[src/rtl/sbr_pkg.sv]
package sbr_pkg;
  typedef enum logic [2:0] {
    ST_IDLE = 3'd0,
    ST_CNVH = 3'd1,
    ST_WAIT = 3'd2,
    ST_READ = 3'd3,
    ST_HOLD = 3'd4
  } sbr_state_e;
endpackage

[src/rtl/sbr_sync.sv]
module sbr_sync #(
  parameter int STAGES  = 2,
  parameter bit RST_VAL = 1'b1
) (
  input  logic clk,
  input  logic rst,
  input  logic d_i,
  output logic q_o
);
  logic [STAGES-1:0] ff_q;

  generate
    if (STAGES == 1) begin : g_one
      always_ff @(posedge clk) begin
        if (rst) ff_q <= RST_VAL;
        else     ff_q <= d_i;
      end
    end else begin : g_chain
      always_ff @(posedge clk) begin
        if (rst) ff_q <= {STAGES{RST_VAL}};
        else     ff_q <= {ff_q[STAGES-2:0], d_i};
      end
    end
  endgenerate

  assign q_o = ff_q[STAGES-1];
endmodule

[src/rtl/sbr_sclk_gen.sv]
module sbr_sclk_gen #(
  parameter int DIV_W = 8
) (
  input  logic             clk,
  input  logic             rst,
  input  logic             run_i,
  input  logic [DIV_W-1:0] div_i,
  input  logic             mute_i,
  output logic             sclk_o,
  output logic             fall_o
);
  logic [DIV_W-1:0] cnt_q;
  logic             phase_q;
  logic             out_q;
  logic             term;

  // a phase ends when the counter reaches the programmed half-period
  assign term = run_i && (cnt_q == div_i);

  always_ff @(posedge clk) begin
    if (rst || !run_i) begin
      cnt_q   <= '0;
      phase_q <= 1'b0;
      out_q   <= 1'b0;
    end else if (term) begin
      cnt_q   <= '0;
      phase_q <= ~phase_q;
      out_q   <= ~phase_q & ~mute_i;
    end else begin
      cnt_q   <= cnt_q + 1'b1;
    end
  end

  // internal falling point: this edge ends a high phase
  assign fall_o = term && phase_q;
  assign sclk_o = out_q;
endmodule

[src/rtl/sbr_shift.sv]
module sbr_shift #(
  parameter int W = 18
) (
  input  logic         clk,
  input  logic         rst,
  input  logic         clr_i,
  input  logic         en_i,
  input  logic         bit_i,
  output logic [W-1:0] word_o
);
  logic [W-1:0] sh_q;

  always_ff @(posedge clk) begin
    if (rst || clr_i) sh_q <= '0;
    else if (en_i)    sh_q <= {sh_q[W-2:0], bit_i};
  end

  assign word_o = sh_q;
endmodule

[src/rtl/sar_busy_reader.sv]
module sar_busy_reader
  import sbr_pkg::*;
#(
  parameter int DATA_W       = 18,
  parameter int DIV_W        = 8,
  parameter int CNVH_CYC     = 4,
  parameter int CONV_MIN_CYC = 30,
  parameter int CONV_MAX_CYC = 60,
  parameter int TMO_MARGIN   = 20
) (
  input  logic              clk,
  input  logic              rst,
  input  logic              start_i,
  input  logic              xtra_edge_i,
  input  logic [DIV_W-1:0]  sclk_div_i,
  input  logic              sdo_i,
  output logic              cnv_o,
  output logic              sclk_o,
  output logic [DATA_W-1:0] data_o,
  output logic              valid_o,
  output logic              busy_o,
  output logic              timeout_o
);
  localparam int TMO_LIM = CONV_MAX_CYC + TMO_MARGIN;
  localparam int TMR_W   = $clog2(TMO_LIM + 1);
  localparam int PC_W    = $clog2(DATA_W + 2);
  localparam logic [TMR_W-1:0] CNVH_END = TMR_W'(CNVH_CYC - 1);
  localparam logic [TMR_W-1:0] TMO_END  = TMR_W'(TMO_LIM - 1);
  localparam logic [TMR_W-1:0] HOLD_END = TMR_W'(CONV_MAX_CYC - 1);
  localparam logic [TMR_W-1:0] TMR_SAT  = TMR_W'(TMO_LIM);
  localparam logic [PC_W-1:0]  LAST_PC  = PC_W'(DATA_W);

  sbr_state_e        state_q;
  logic [TMR_W-1:0]  timer_q;
  logic [PC_W-1:0]   falls_q;
  logic              cnv_q, busy_q, valid_q, tmo_q;
  logic [DATA_W-1:0] data_q;

  logic              sdo_sync;
  logic              run, mute, fall_evt;
  logic              accept, cap_en, last_fall;
  logic [DATA_W-1:0] shift_word;

  sbr_sync #(.STAGES(2), .RST_VAL(1'b1)) u_sync (
    .clk (clk),
    .rst (rst),
    .d_i (sdo_i),
    .q_o (sdo_sync)
  );

  assign run  = (state_q == ST_READ);
  assign mute = (falls_q == LAST_PC) && !xtra_edge_i;

  sbr_sclk_gen #(.DIV_W(DIV_W)) u_sclk (
    .clk    (clk),
    .rst    (rst),
    .run_i  (run),
    .div_i  (sclk_div_i),
    .mute_i (mute),
    .sclk_o (sclk_o),
    .fall_o (fall_evt)
  );

  assign accept    = (state_q == ST_IDLE) && start_i;
  assign cap_en    = fall_evt && (falls_q != '0);
  assign last_fall = fall_evt && (falls_q == LAST_PC);

  sbr_shift #(.W(DATA_W)) u_shift (
    .clk    (clk),
    .rst    (rst),
    .clr_i  (accept),
    .en_i   (cap_en),
    .bit_i  (sdo_i),
    .word_o (shift_word)
  );

  // one timer from the convert rise serves pulse width, timeout and hold
  always_ff @(posedge clk) begin
    if (rst || state_q == ST_IDLE) timer_q <= '0;
    else if (timer_q != TMR_SAT)   timer_q <= timer_q + 1'b1;
  end

  always_ff @(posedge clk) begin
    if (rst) begin
      state_q <= ST_IDLE;
      falls_q <= '0;
      cnv_q   <= 1'b0;
      busy_q  <= 1'b0;
      valid_q <= 1'b0;
      tmo_q   <= 1'b0;
      data_q  <= '0;
    end else begin
      valid_q <= 1'b0;
      tmo_q   <= 1'b0;
      unique case (state_q)
        ST_IDLE: begin
          if (start_i) begin
            state_q <= ST_CNVH;
            cnv_q   <= 1'b1;
            busy_q  <= 1'b1;
          end
        end
        ST_CNVH: begin
          if (timer_q == CNVH_END) begin
            cnv_q   <= 1'b0;
            state_q <= ST_WAIT;
          end
        end
        ST_WAIT: begin
          if (!sdo_sync) begin
            state_q <= ST_READ;
            falls_q <= '0;
          end else if (timer_q == TMO_END) begin
            tmo_q   <= 1'b1;
            busy_q  <= 1'b0;
            state_q <= ST_IDLE;
          end
        end
        ST_READ: begin
          if (fall_evt) falls_q <= falls_q + 1'b1;
          if (last_fall) state_q <= ST_HOLD;
        end
        ST_HOLD: begin
          if (timer_q >= HOLD_END) begin
            data_q  <= shift_word;
            valid_q <= 1'b1;
            busy_q  <= 1'b0;
            state_q <= ST_IDLE;
          end
        end
        default: state_q <= ST_IDLE;
      endcase
    end
  end

  assign cnv_o     = cnv_q;
  assign busy_o    = busy_q;
  assign valid_o   = valid_q;
  assign timeout_o = tmo_q;
  assign data_o    = data_q;
endmodule

[config.mk]
export PLATFORM = sky130hd
export DESIGN_NAME = sar_busy_reader
export DESIGN_NICKNAME = d
export VERILOG_FILES = /design/src/rtl/sbr_pkg.sv /design/src/rtl/sbr_sync.sv /design/src/rtl/sbr_sclk_gen.sv /design/src/rtl/sbr_shift.sv /design/src/rtl/sar_busy_reader.sv
export SDC_FILE = /design/constraint.sdc
export NUM_CORES = 1
export LEC_CHECK = 0
export BUFFER_PORTS_ARGS = -buffer_cell sky130_fd_sc_hd__buf_2
export CAP_MARGIN = 10
export CORE_MARGIN = 5
export CORE_UTILIZATION = 40
export CTS_CLUSTER_SIZE = 10
export DETAILED_ROUTE_END_ITERATION = 6
export GPL_ROUTABILITY_DRIVEN = 0
export HOLD_SLACK_MARGIN = 0.12
export PLACE_DENSITY = 0.58
export SYNTH_ARGS = -nofsm -noshare
export SYNTH_HDL_FRONTEND = slang
export SYNTH_SLANG_ARGS = --single-unit
[constraint.sdc]
create_clock -name clk -period 1.7 [get_ports clk]
set_input_delay 0.34 -clock clk [delete_from_list [all_inputs] [get_ports clk]]
set_output_delay 0.34 -clock clk [all_outputs]
set_load 0.01 [all_outputs]
==> flow_metrics.tcl <==
set metrics [dict create \
    outcome "complete, but fails checks" \
    finalWorstSetupSlack_ps -16.9 \
    max-cap-violations 0 \
    viasPerCell 4.81 \
    fin_setup_tns_ps -39.7 \
    ant_nets 0 \
    violations "negative setup slack" \
    synth_top_family_by_area "simple AND/OR/NAND/NOR gates" \
    post_layout_nonfiller_instances 488 \
    drt-total-wl_mm 6.25 \
    start_kind "flip-flop" \
    min_period_ps 1720 \
    ys_seq_area_share_pct 46.1 \
    vias 2348 \
    setup_violations 4 \
    cts-root-buf "clkbuf_8" \
    yosys_warnings 0 \
    synthMuxAreaShare_pct 13.8 \
    postCtsHoldBufs 0 \
    initial_utilization_pct 40.6 \
    grt_pass1_vias 2313 \
    worst_clock_skew_ps 14.4 \
    port_buffers 35 \
    p_leak_nw 1.73 \
    hold_viol_final 0 \
    grt_max_degree 28 \
    synth_adder_area_share_pct 2.58 \
    synth_fp_nets 325 \
    core_region_area_sq_um 7180 \
    nFillCells 657 \
    syn_area_per_cell_sq_um 9.51 \
    cts_buffers 9 \
    ir_drop_uv 554 \
    hp-class "input port to flip-flop" \
    worst-path-max-fanout 5 \
    drive_gt1_share_pct 35.2 \
    cts_buffer_depth 2 \
    pwr_density_cell_nw_per_um2 886 \
    required_ps 1930 \
    nets 403 \
    grt_usage_pct 15.1 \
    final_util_pct 55.0 \
    grt_overflow 0 \
    cts_tree "done" \
    htreeDepth 3 \
    synth_edf_count 0 \
    drtIter0Drc 76 \
    io_pins 36 \
    ys_top_cells_by_area "dfxtp_1 46%, mux2i_1 13%, nor2_1 8.5%, xnor2_1 4.8%, ha_1 2.6%" \
    max_freq_mhz 582 \
    grt_pass1_wl_mm 10.7 \
    synth_compound_area_share_pct 4.13 \
    syn-cell-area_sq_um 2910 \
    dp.cells 466 \
    insertion_delay_ps 340 \
    clock_sinks 67 \
    chipWidth_um 95.3 \
    crit_path_end_kind "flip-flop" \
    die_h_um 95.3 \
    crit_type "flip-flop to flip-flop" \
    crit_arrival_ps 1950 \
    antenna_found_initial 0 \
    area_delta_synth_final_pct 35.6 \
    slew_headroom_pct 69.3 \
    rsz0062_at_grt "yes" \
    synth-main-ff-cell "dfxtp_1" \
    first_pass_iters 4 \
    yosys.area.top_type_share_pct 46.1 \
    fin_crit_sh_pct 101 \
    synthCells 306 \
    diodes 0 \
    synth-async-reset-ratio_pct 0 \
    clk_pin_slew_ps 80 \
    synthDistinctLibCells 43 \
    yosys.area_share.simple_pct 22.0 \
    hpwl_mm 4.14 \
    synth_xor_area_share_pct 7.18 \
    die_area_sq_um 9080 \
    synth-seq-cells 67 \
    drv_slew 0 \
    num_rows 31 \
    worst_pin_slew_ps 457 \
    wl_per_cell_um 12.8 \
    synth_top_area_cell "dfxtp_1" \
    drc 0 \
    whs_ps 204 \
]
-- metrics by stage --
step,setup slack [ps],total power [mW],instance area [sq um]
floorplan,-51.3,1.97,2940
global placement,-74.7,2.12,3480
detailed placement,-81.4,2.13,3480
CTS,-124,3.52,3930
global route,-102,3.69,3950
finish,-16.9,3.50,3950
-- cells in the final DEF, fill, tap and decap left out, drive strengths merged, types with 2 or more instances in the layout --
master  instances
inv            13
dfxtp          67
nor4            5
nor2           66
mux2i          39
nor3            8
ha              6
nand2b          3
nand4           3
and3            5
or2             5
o31ai           4
clkbuf         10
a21oi           8
nand3           9
nor2b           2
o21ai           3
xnor2          17
buf            80
xor2            6
or3             2
nand2          11
a211o           2
-- registers in the layout, summed over array words and instances (netlist names) --
register / cells
u_shift.word_o: 18
valid_o: 1
state_q: 3
cnv_o: 1
timeout_o: 1
falls_q: 5
u_sync.ff_q: 2
u_sclk.cnt_q: 8
timer_q: 7
busy_o: 1
u_sclk.sclk_o: 1
u_sclk.phase_q: 1
data_o: 18
-- synthesized netlist by cell type, drive strengths merged (2+ instances only) --
master	count
nor3	8
nand2	11
xnor2	17
nand4	3
xor2	6
o31ai	4
clkbuf	7
ha	6
or2	5
or3	2
inv	8
dfxtp	67
buf	7
nand3	9
a21oi	8
nor2b	2
nor4	5
a211o	2
mux2i	39
o21ai	3
and3	5
nand2b	3
nor2	66
-- critical path: stages (launching register included) --
cell,delay [ps]
dfxtp_2,340
xnor2_1,170
nand4_2,160
nor4_4,310
buf_6,160
buf_12,110
buf_12,110
mux2i_1,210
nor2_1,60
-- path summary, 6_finish.rpt --
path	startpoint	cells past startpoint	slack [ps]	endpoint
hold / removal	rst	2	200	busy_o
setup reg to reg	u_sclk.cnt_q[1]	8	-20	u_shift.word_o[14]
setup / recovery	u_sclk.cnt_q[1]	8	-20	u_shift.word_o[14]
hold reg to reg	u_sync.ff_q[0]	1	410	u_sync.ff_q[1]
-- timing repair --
item | CTS | global route
hold endpoints to repair | 0 | 0
endpoints found under the setup margin | 20 | 45
buffers inserted | 6 | 0
cloned | 3 | 1
pin swaps | 6 | 12
gates resized for setup | 15 | 18
-- per-layer routing --
metal | share of wire, % | global-route usage (%) | vias up
li1 | - | - | 1193
met1 | 47 | 19.0 | 1118
met2 | 49 | 25.0 | 33
met3 | 3.3 | 4.50 | 4
met4 | 1.2 | 4.45 | 0
met5 | 0 | 0 | -
-- logic make-up after synthesis --
group | count (synthesis)
mux | 40
xor+xnor | 23
fa+ha+maj | 6
compound gates | 19
flops | 67
buf+inv | 22
simple gates | 129
-- area by class of cell --
class / instances / area (sq um) / share of cell area [%]
Inverter: 8 / 30.0 / 0.760
Multi-Input combinational cell: 217 / 1590 / 40.4
Sequential cell: 67 / 1350 / 34.3
Timing Repair Buffer: 81 / 646 / 16.3
Clock inverter: 7 / 78.8 / 2.00
Clock buffer: 9 / 124 / 3.14
Tap cell: 99 / 124 / 3.14
-- power breakdown --
group	total, mW	switching, mW	internal [mW]	leakage [nW]
clock network	1.36	0.659	0.701	0.105
logic	0.490	0.267	0.223	1.08
registers	1.65	0.0342	1.61	0.546
total	3.50	0.961	2.54	1.73
(Power assumes the default switching activity.)
